## src/rtl/uart_tx_pkg.sv

```systemverilog
package uart_tx_pkg;
  typedef enum logic [1:0] {
    PAR_OFF  = 2'b00,
    PAR_EVEN = 2'b01,
    PAR_ODD  = 2'b10,
    PAR_OFF2 = 2'b11
  } par_mode_e;

  localparam int unsigned STOP_MAX = 2;

  function automatic logic par_enabled(input par_mode_e m);
    return (m == PAR_EVEN) || (m == PAR_ODD);
  endfunction
endpackage

```

## src/rtl/uart_tx_cmd.sv

```systemverilog
module uart_tx_cmd (
  input  logic clk_i,
  input  logic rst_ni,
  input  logic cmd_en_i,
  input  logic cmd_dis_i,
  output logic wr_ok_o
);
  logic en_q;

  always_ff @(posedge clk_i or negedge rst_ni) begin
    if (!rst_ni)        en_q <= 1'b0;
    else if (cmd_dis_i) en_q <= 1'b0;
    else if (cmd_en_i)  en_q <= 1'b1;
  end

  // commands act in their own cycle; disable has priority
  assign wr_ok_o = ~cmd_dis_i & (en_q | cmd_en_i);

  AST_DIS_HOLDS: assert property (@(posedge clk_i) disable iff (!rst_ni)
    cmd_dis_i |=> (!wr_ok_o || cmd_en_i));
endmodule

```

## src/rtl/uart_tx_hold.sv

```systemverilog
module uart_tx_hold #(
  parameter int unsigned MAX_BITS = 8
) (
  input  logic                clk_i,
  input  logic                rst_ni,
  input  logic                wr_i,
  input  logic [MAX_BITS-1:0] wr_data_i,
  input  logic                wr_ok_i,
  input  logic                take_i,
  output logic                valid_o,
  output logic [MAX_BITS-1:0] data_o
);
  logic                valid_q;
  logic [MAX_BITS-1:0] data_q;
  logic                accept;

  // a write may refill the stage in the cycle it is handed over
  assign accept = wr_i & wr_ok_i & (~valid_q | take_i);

  always_ff @(posedge clk_i or negedge rst_ni) begin
    if (!rst_ni) begin
      valid_q <= 1'b0;
      data_q  <= '0;
    end else if (accept) begin
      valid_q <= 1'b1;
      data_q  <= wr_data_i;
    end else if (take_i) begin
      valid_q <= 1'b0;
    end
  end

  assign valid_o = valid_q;
  assign data_o  = data_q;

  AST_TAKE_FULL: assert property (@(posedge clk_i) disable iff (!rst_ni)
    take_i |-> valid_q);
  AST_HOLD_KEEP: assert property (@(posedge clk_i) disable iff (!rst_ni)
    (valid_q && !take_i) |=> (valid_q && $stable(data_q)));
  AST_IGNORED_WRITE: assert property (@(posedge clk_i) disable iff (!rst_ni)
    (!wr_ok_i && !take_i) |=> ($stable(valid_q) && $stable(data_q)));
endmodule

```

## src/rtl/uart_tx_shift.sv

```systemverilog
module uart_tx_shift
  import uart_tx_pkg::*;
#(
  parameter int unsigned MAX_BITS = 8,
  parameter int unsigned MIN_BITS = 5,
  parameter int unsigned LEN_W    = $clog2(MAX_BITS - MIN_BITS + 1)
) (
  input  logic                clk_i,
  input  logic                rst_ni,
  input  logic                tick_i,
  input  logic                hold_valid_i,
  input  logic [MAX_BITS-1:0] hold_data_i,
  input  logic [LEN_W-1:0]    len_sel_i,
  input  logic [1:0]          par_sel_i,
  input  logic                stop2_i,
  output logic                take_o,
  output logic                busy_o,
  output logic                tx_o
);
  localparam int unsigned FRAME_W = MAX_BITS + 1 + STOP_MAX;
  localparam int unsigned CNT_W   = $clog2(FRAME_W + 1);

  par_mode_e           par_mode;
  logic                par_on;
  logic [CNT_W-1:0]    nbits;
  logic [CNT_W-1:0]    total;
  logic [MAX_BITS-1:0] data_m;
  logic                par_bit;
  logic [FRAME_W-1:0]  frame_d;

  logic                busy_q;
  logic                tx_q;
  logic [FRAME_W-1:0]  sh_q;
  logic [CNT_W-1:0]    rem_q;
  logic                boundary;

  assign par_mode = par_mode_e'(par_sel_i);
  assign par_on   = par_enabled(par_mode);
  assign nbits    = CNT_W'(MIN_BITS) + CNT_W'(len_sel_i);
  assign total    = nbits + CNT_W'(par_on) + (stop2_i ? CNT_W'(2) : CNT_W'(1));

  for (genvar gi = 0; gi < MAX_BITS; gi++) begin : g_mask
    assign data_m[gi] = (CNT_W'(gi) < nbits) ? hold_data_i[gi] : 1'b0;
  end

  assign par_bit = (^data_m) ^ (par_mode == PAR_ODD);

  // frame without start bit: data, optional parity, then stop marks
  for (genvar gi = 0; gi < FRAME_W; gi++) begin : g_frame
    if (gi < MAX_BITS) begin : g_dat
      assign frame_d[gi] = (CNT_W'(gi) < nbits) ? hold_data_i[gi] :
                           ((CNT_W'(gi) == nbits) && par_on) ? par_bit : 1'b1;
    end else begin : g_tail
      assign frame_d[gi] = ((CNT_W'(gi) == nbits) && par_on) ? par_bit : 1'b1;
    end
  end

  assign boundary = tick_i & (~busy_q | (rem_q == '0));
  assign take_o   = boundary & hold_valid_i;

  always_ff @(posedge clk_i or negedge rst_ni) begin
    if (!rst_ni) begin
      busy_q <= 1'b0;
      tx_q   <= 1'b1;
      sh_q   <= '1;
      rem_q  <= '0;
    end else if (boundary) begin
      if (hold_valid_i) begin
        busy_q <= 1'b1;
        tx_q   <= 1'b0;
        sh_q   <= frame_d;
        rem_q  <= total;
      end else begin
        busy_q <= 1'b0;
        tx_q   <= 1'b1;
      end
    end else if (tick_i) begin
      tx_q  <= sh_q[0];
      sh_q  <= {1'b1, sh_q[FRAME_W-1:1]};
      rem_q <= rem_q - 1'b1;
    end
  end

  assign busy_o = busy_q;
  assign tx_o   = tx_q;

  AST_IDLE_MARK: assert property (@(posedge clk_i) disable iff (!rst_ni)
    !busy_q |-> tx_q);
  AST_START_LOW: assert property (@(posedge clk_i) disable iff (!rst_ni)
    take_o |=> (!tx_q && busy_q));
  AST_TX_ON_TICK: assert property (@(posedge clk_i) disable iff (!rst_ni)
    !tick_i |=> $stable(tx_q));
  AST_LAST_STOP_HIGH: assert property (@(posedge clk_i) disable iff (!rst_ni)
    (busy_q && rem_q == '0) |-> tx_q);
endmodule

```

## src/rtl/uart_tx_drain.sv

```systemverilog
module uart_tx_drain #(
  parameter int unsigned MAX_BITS = 8,
  parameter int unsigned MIN_BITS = 5,
  parameter int unsigned LEN_W    = $clog2(MAX_BITS - MIN_BITS + 1)
) (
  input  logic                clk_i,
  input  logic                rst_ni,
  input  logic                tick_i,
  input  logic                wr_i,
  input  logic [MAX_BITS-1:0] wr_data_i,
  input  logic                cmd_en_i,
  input  logic                cmd_dis_i,
  input  logic                irq_mask_i,
  input  logic [LEN_W-1:0]    len_sel_i,
  input  logic [1:0]          par_sel_i,
  input  logic                stop2_i,
  output logic                tx_o,
  output logic                thr_empty_o,
  output logic                tx_empty_o,
  output logic                irq_o
);
  logic                wr_ok;
  logic                take;
  logic                hold_valid;
  logic [MAX_BITS-1:0] hold_data;
  logic                busy;

  uart_tx_cmd u_cmd (
    .clk_i     (clk_i),
    .rst_ni    (rst_ni),
    .cmd_en_i  (cmd_en_i),
    .cmd_dis_i (cmd_dis_i),
    .wr_ok_o   (wr_ok)
  );

  uart_tx_hold #(.MAX_BITS(MAX_BITS)) u_hold (
    .clk_i     (clk_i),
    .rst_ni    (rst_ni),
    .wr_i      (wr_i),
    .wr_data_i (wr_data_i),
    .wr_ok_i   (wr_ok),
    .take_i    (take),
    .valid_o   (hold_valid),
    .data_o    (hold_data)
  );

  uart_tx_shift #(
    .MAX_BITS (MAX_BITS),
    .MIN_BITS (MIN_BITS),
    .LEN_W    (LEN_W)
  ) u_shift (
    .clk_i        (clk_i),
    .rst_ni       (rst_ni),
    .tick_i       (tick_i),
    .hold_valid_i (hold_valid),
    .hold_data_i  (hold_data),
    .len_sel_i    (len_sel_i),
    .par_sel_i    (par_sel_i),
    .stop2_i      (stop2_i),
    .take_o       (take),
    .busy_o       (busy),
    .tx_o         (tx_o)
  );

  assign thr_empty_o = ~hold_valid;
  assign tx_empty_o  = ~hold_valid & ~busy;
  assign irq_o       = irq_mask_i & tx_empty_o;

  AST_IRQ_EMPTY: assert property (@(posedge clk_i) disable iff (!rst_ni)
    irq_o |-> (thr_empty_o && tx_empty_o && irq_mask_i));
  AST_EMPTY_ORDER: assert property (@(posedge clk_i) disable iff (!rst_ni)
    tx_empty_o |-> (thr_empty_o && tx_o));
endmodule

```

## config.mk

```make
export PLATFORM = sky130hd
export DESIGN_NAME = uart_tx_drain
export DESIGN_NICKNAME = d
export VERILOG_FILES = /design/src/rtl/uart_tx_pkg.sv /design/src/rtl/uart_tx_cmd.sv /design/src/rtl/uart_tx_hold.sv /design/src/rtl/uart_tx_shift.sv /design/src/rtl/uart_tx_drain.sv
export SDC_FILE = /design/constraint.sdc
export NUM_CORES = 1
export LEC_CHECK = 0
export ABC_CLOCK_PERIOD_IN_PS = 2810
export BUFFER_PORTS_ARGS = -buffer_cell sky130_fd_sc_hd__buf_2
export CAP_MARGIN = 40
export CORE_MARGIN = 2
export CORE_UTILIZATION = 56
export DETAILED_ROUTE_END_ITERATION = 8
export GPL_ROUTABILITY_DRIVEN = 0
export PLACE_DENSITY = 0.78
export SYNTH_ARGS = -nofsm -noshare
export SYNTH_HDL_FRONTEND = slang
export SYNTH_SLANG_ARGS = --single-unit
```

## constraint.sdc

```tcl
create_clock -name clk_i -period 2.81 [get_ports clk_i]
set_clock_uncertainty 0.15 [all_clocks]
set_input_delay 0.4215 -clock clk_i [delete_from_list [all_inputs] [get_ports clk_i]]
set_output_delay 0.4215 -clock clk_i [all_outputs]
set_load 0.05 [all_outputs]
```

==> impl_metrics.csv <==
group,metric,value,unit
grt,grt_max_degree,28,
setup_path,critPathRequiredTime,2.90,ns
die,num_rows,19,
finish,finalNonFillerCells,224,
timing,worst_slew_pin_slew,0.5886,ns
finish,n_antenna_cell,0,
timing,rsz0062_at_grt,"no",
clocking,post_cts_buffers,0,
grt,grt_pass1_vias,1281,
drt,vias,1322,
placement,port-buffer-count,23,
die,die_h,58.16,µm
logic_synthesis,ys_seq_area_share,42.04,%
setup_path,reg2reg_to,"u_hold.data_o[5]",
placement,hpwl,2482,µm
logic_synthesis,syn_area_per_cell,9.837,µm²
drt,drt-total-wl,3390,µm
setup_path,critical_path_class,"register to register",
finish,syn2layout_area_growth,12.03,%
timing,fin_crit_sh,75.29,%
clocking,cts_buffer_depth,2,
drt,viasPerCell,5.902,
clocking,cts-buffers-inserted,3,
die,coreArea,0.002781,mm²
clocking,cts-resized-gates,0,
clocking,clk_latency,0.34,ns
placement,placed_area,0.001800,mm²
setup_path,r2r-start,"u_shift.rem_q[0]",
finish,final_cell_mix,"buf_2 (23), o21ai_0 (17), nand2_1 (15), dfrtp_1 (15)",
drt,drc,0,
flow_run,max_cap_viol_count,0,
die,start_util,59.06,%
logic_synthesis,synth-edff-count,0,
min_path,worstHoldPathType,"input pin to register",
finish,stdcell_area,0.001841,mm²
timing,fmax,472.7,MHz
clocking,clkSinkCount,27,
die,die_w,58.16,µm
setup_path,crit_fanout,8,
logic_synthesis,syn_area,0.001643,mm²
power_and_ir_drop,p_leak,0.8207,nW
setup_path,r2r_slack,0.69,ns
clocking,cts-root-buf,"clkbuf_4",
grt,grt_antenna_before_repair,0,
timing,slew_headroom,60.76,%
clocking,clkTransAtPathRegs,0.16,ns
setup_path,crit_path_end,"u_hold.data_o[5]",
logic_synthesis,synth_nets,199,
setup_path,startpoint_type,"register",
logic_synthesis,synth_warnings,0,
logic_synthesis,synth_seq_cells,27,
logic_synthesis,synthCells,167,
clocking,tritoncts,"done",
die,pin_count,24,
timing,hold_viol_final,0,
setup_path,crit_path_end_kind,"register",
die,die_area,0.003383,mm²
placement,dp_cells,219,
timing,min_period,2.116,ns
setup_path,reg2regPathDepth,7,
clocking,htree_levels,1,
status,status,"finished, final reports clean",
finish,final_common_cell,"buf_2",
finish,final_util,66.17,%
setup_path,cp-startpoint,"u_shift.rem_q[0]",
drt,ant_nets,0,
logic_synthesis,ys_types,38,
finish,drive_gt1_share,28.50,%
grt,grt_usage,22.58,%
logic_synthesis,async_flop_share,100.0,%
logic_synthesis,synth-main-ff-cell,"dfrtp_1",
timing,setup_viol,0,
drt,wire_per_inst,15.13,µm
setup_path,crit_arrival,2.20,ns
power_and_ir_drop,powerDensity,949.5,mW/mm²
drt,first_iter_violations,64,
grt,grt_overflow,0,
power_and_ir_drop,vdd_drop_max,729.7,µV
timing,finalMaxSlewViolations,0,
drt,first_pass_iters,4,
grt,grt_pass1_wl,5823,µm
timing,fin_tns_setup,0,ns
finish,fin_nets,226,
clocking,cts_hold_buf,1,
[final cells by class]
| cell class | count | area (µm²) |
|---|---|---|
| clock buffer | 3 | 22.52 |
| tap | 31 | 38.79 |
| multi-input combinational | 126 | 895.9 |
| inverter | 8 | 30.03 |
| timing repair buffer | 28 | 155.1 |
| fill | 231 | 940.9 |
| sequential | 27 | 690.7 |
| clock inverter | 1 | 7.507 |
[worst max-delay path, cell delays in order, from the launching register on]
cell and delay (ns):
dfrtp_1 0.45, inv_1 0.07, ha_1 0.16, nand2b_1 0.12, o21ai_2 0.15, nand2_1 0.10
a21oi_2 0.43, mux2_2 0.39
[cell usage after synthesis (all sizes together), types with 2 or more instances]
| library cell | instances | area, µm² |
|---|---|---|
| o22ai | 2 | 12.51 |
| o211ai | 2 | 15.01 |
| dfstp | 12 | 315.3 |
| nor2 | 12 | 45.04 |
| mux2i | 3 | 30.03 |
| o21ai | 19 | 98.84 |
| mux2 | 9 | 101.4 |
| a21oi | 11 | 58.81 |
| nand3 | 3 | 15.01 |
| ha | 10 | 125.1 |
| clkbuf | 3 | 11.26 |
| inv | 8 | 30.03 |
| nand2 | 15 | 56.30 |
| xor2 | 3 | 26.28 |
| o221ai | 2 | 17.52 |
| buf | 3 | 15.01 |
| dfrtp | 15 | 375.4 |
| xnor2 | 6 | 52.55 |
| nand2b | 5 | 31.28 |
| fa | 2 | 40.04 |
| nor3 | 5 | 25.02 |
| nor2b | 3 | 18.77 |
| o31ai | 2 | 15.01 |
[layer usage]
metal,GRT usage (%),routed length [µm],vias to the layer above
met5,0,0,-
met1,29.44,1548,636
met3,3.348,151,6
met4,7.641,55,0
met2,38.47,1635,47
li1,-,-,633
[power breakdown]
| group | total, mW | switching, mW | internal [mW] |
|---|---|---|---|
| sequential | 0.724 | 0.132 | 0.591 |
| clock | 0.179 | 0.124 | 0.0547 |
| combinational | 0.845 | 0.486 | 0.359 |
| total | 1.75 | 0.742 | 1.01 |
[how the worst min path moves through the flow]
stage | start | end | slack [ns] | depth (start not counted)
2_1_floorplan | rst_ni | u_cmd.en_q | -0.02 | 0
3_3_place_gp | rst_ni | u_shift.rem_q[1] | 0.30 | 1
3_5_place_dp | rst_ni | u_shift.rem_q[1] | 0.31 | 1
4_1_cts | cmd_dis_i | u_cmd.en_q | 0.06 | 2
5_1_grt | cmd_dis_i | u_cmd.en_q | 0.07 | 2
6_report | cmd_dis_i | u_cmd.en_q | 0.07 | 2
[flip-flops by register name, summed over array words and instances (netlist names)]
register,flops
u_cmd.en_q,1
u_hold.data_o,8
u_hold.valid_o,1
u_shift.busy_o,1
u_shift.rem_q,4
u_shift.sh_q,11
u_shift.tx_o,1
[cell families after synthesis]
family                   count (synthesis)  share of synthesized area, %
AND/OR/NAND/NOR                         48                         14.24
XOR/XNOR                                10                         6.169
flip-flops                              27                         42.04
multiplexers                            12                         7.997
AO/OA/AOI/OAI                           44                         16.07
buffers and inverters                   14                         3.427
adder cells (fa/ha/maj)                 12                         10.05
[stage by stage]
step | hold slack (ns) | setup slack, ns | power, mW
CTS | 0.06327 | 0.6682 | 1.752
finish | 0.06904 | 0.6943 | 1.748
floorplan | -0.02409 | 0.5113 | 1.362
global route | 0.07029 | 0.5170 | 1.889
global placement | 0.3038 | 0.4717 | 1.534
detailed placement | 0.3125 | 0.3775 | 1.569
No activity file was read; power rests on OpenSTA's default activity.
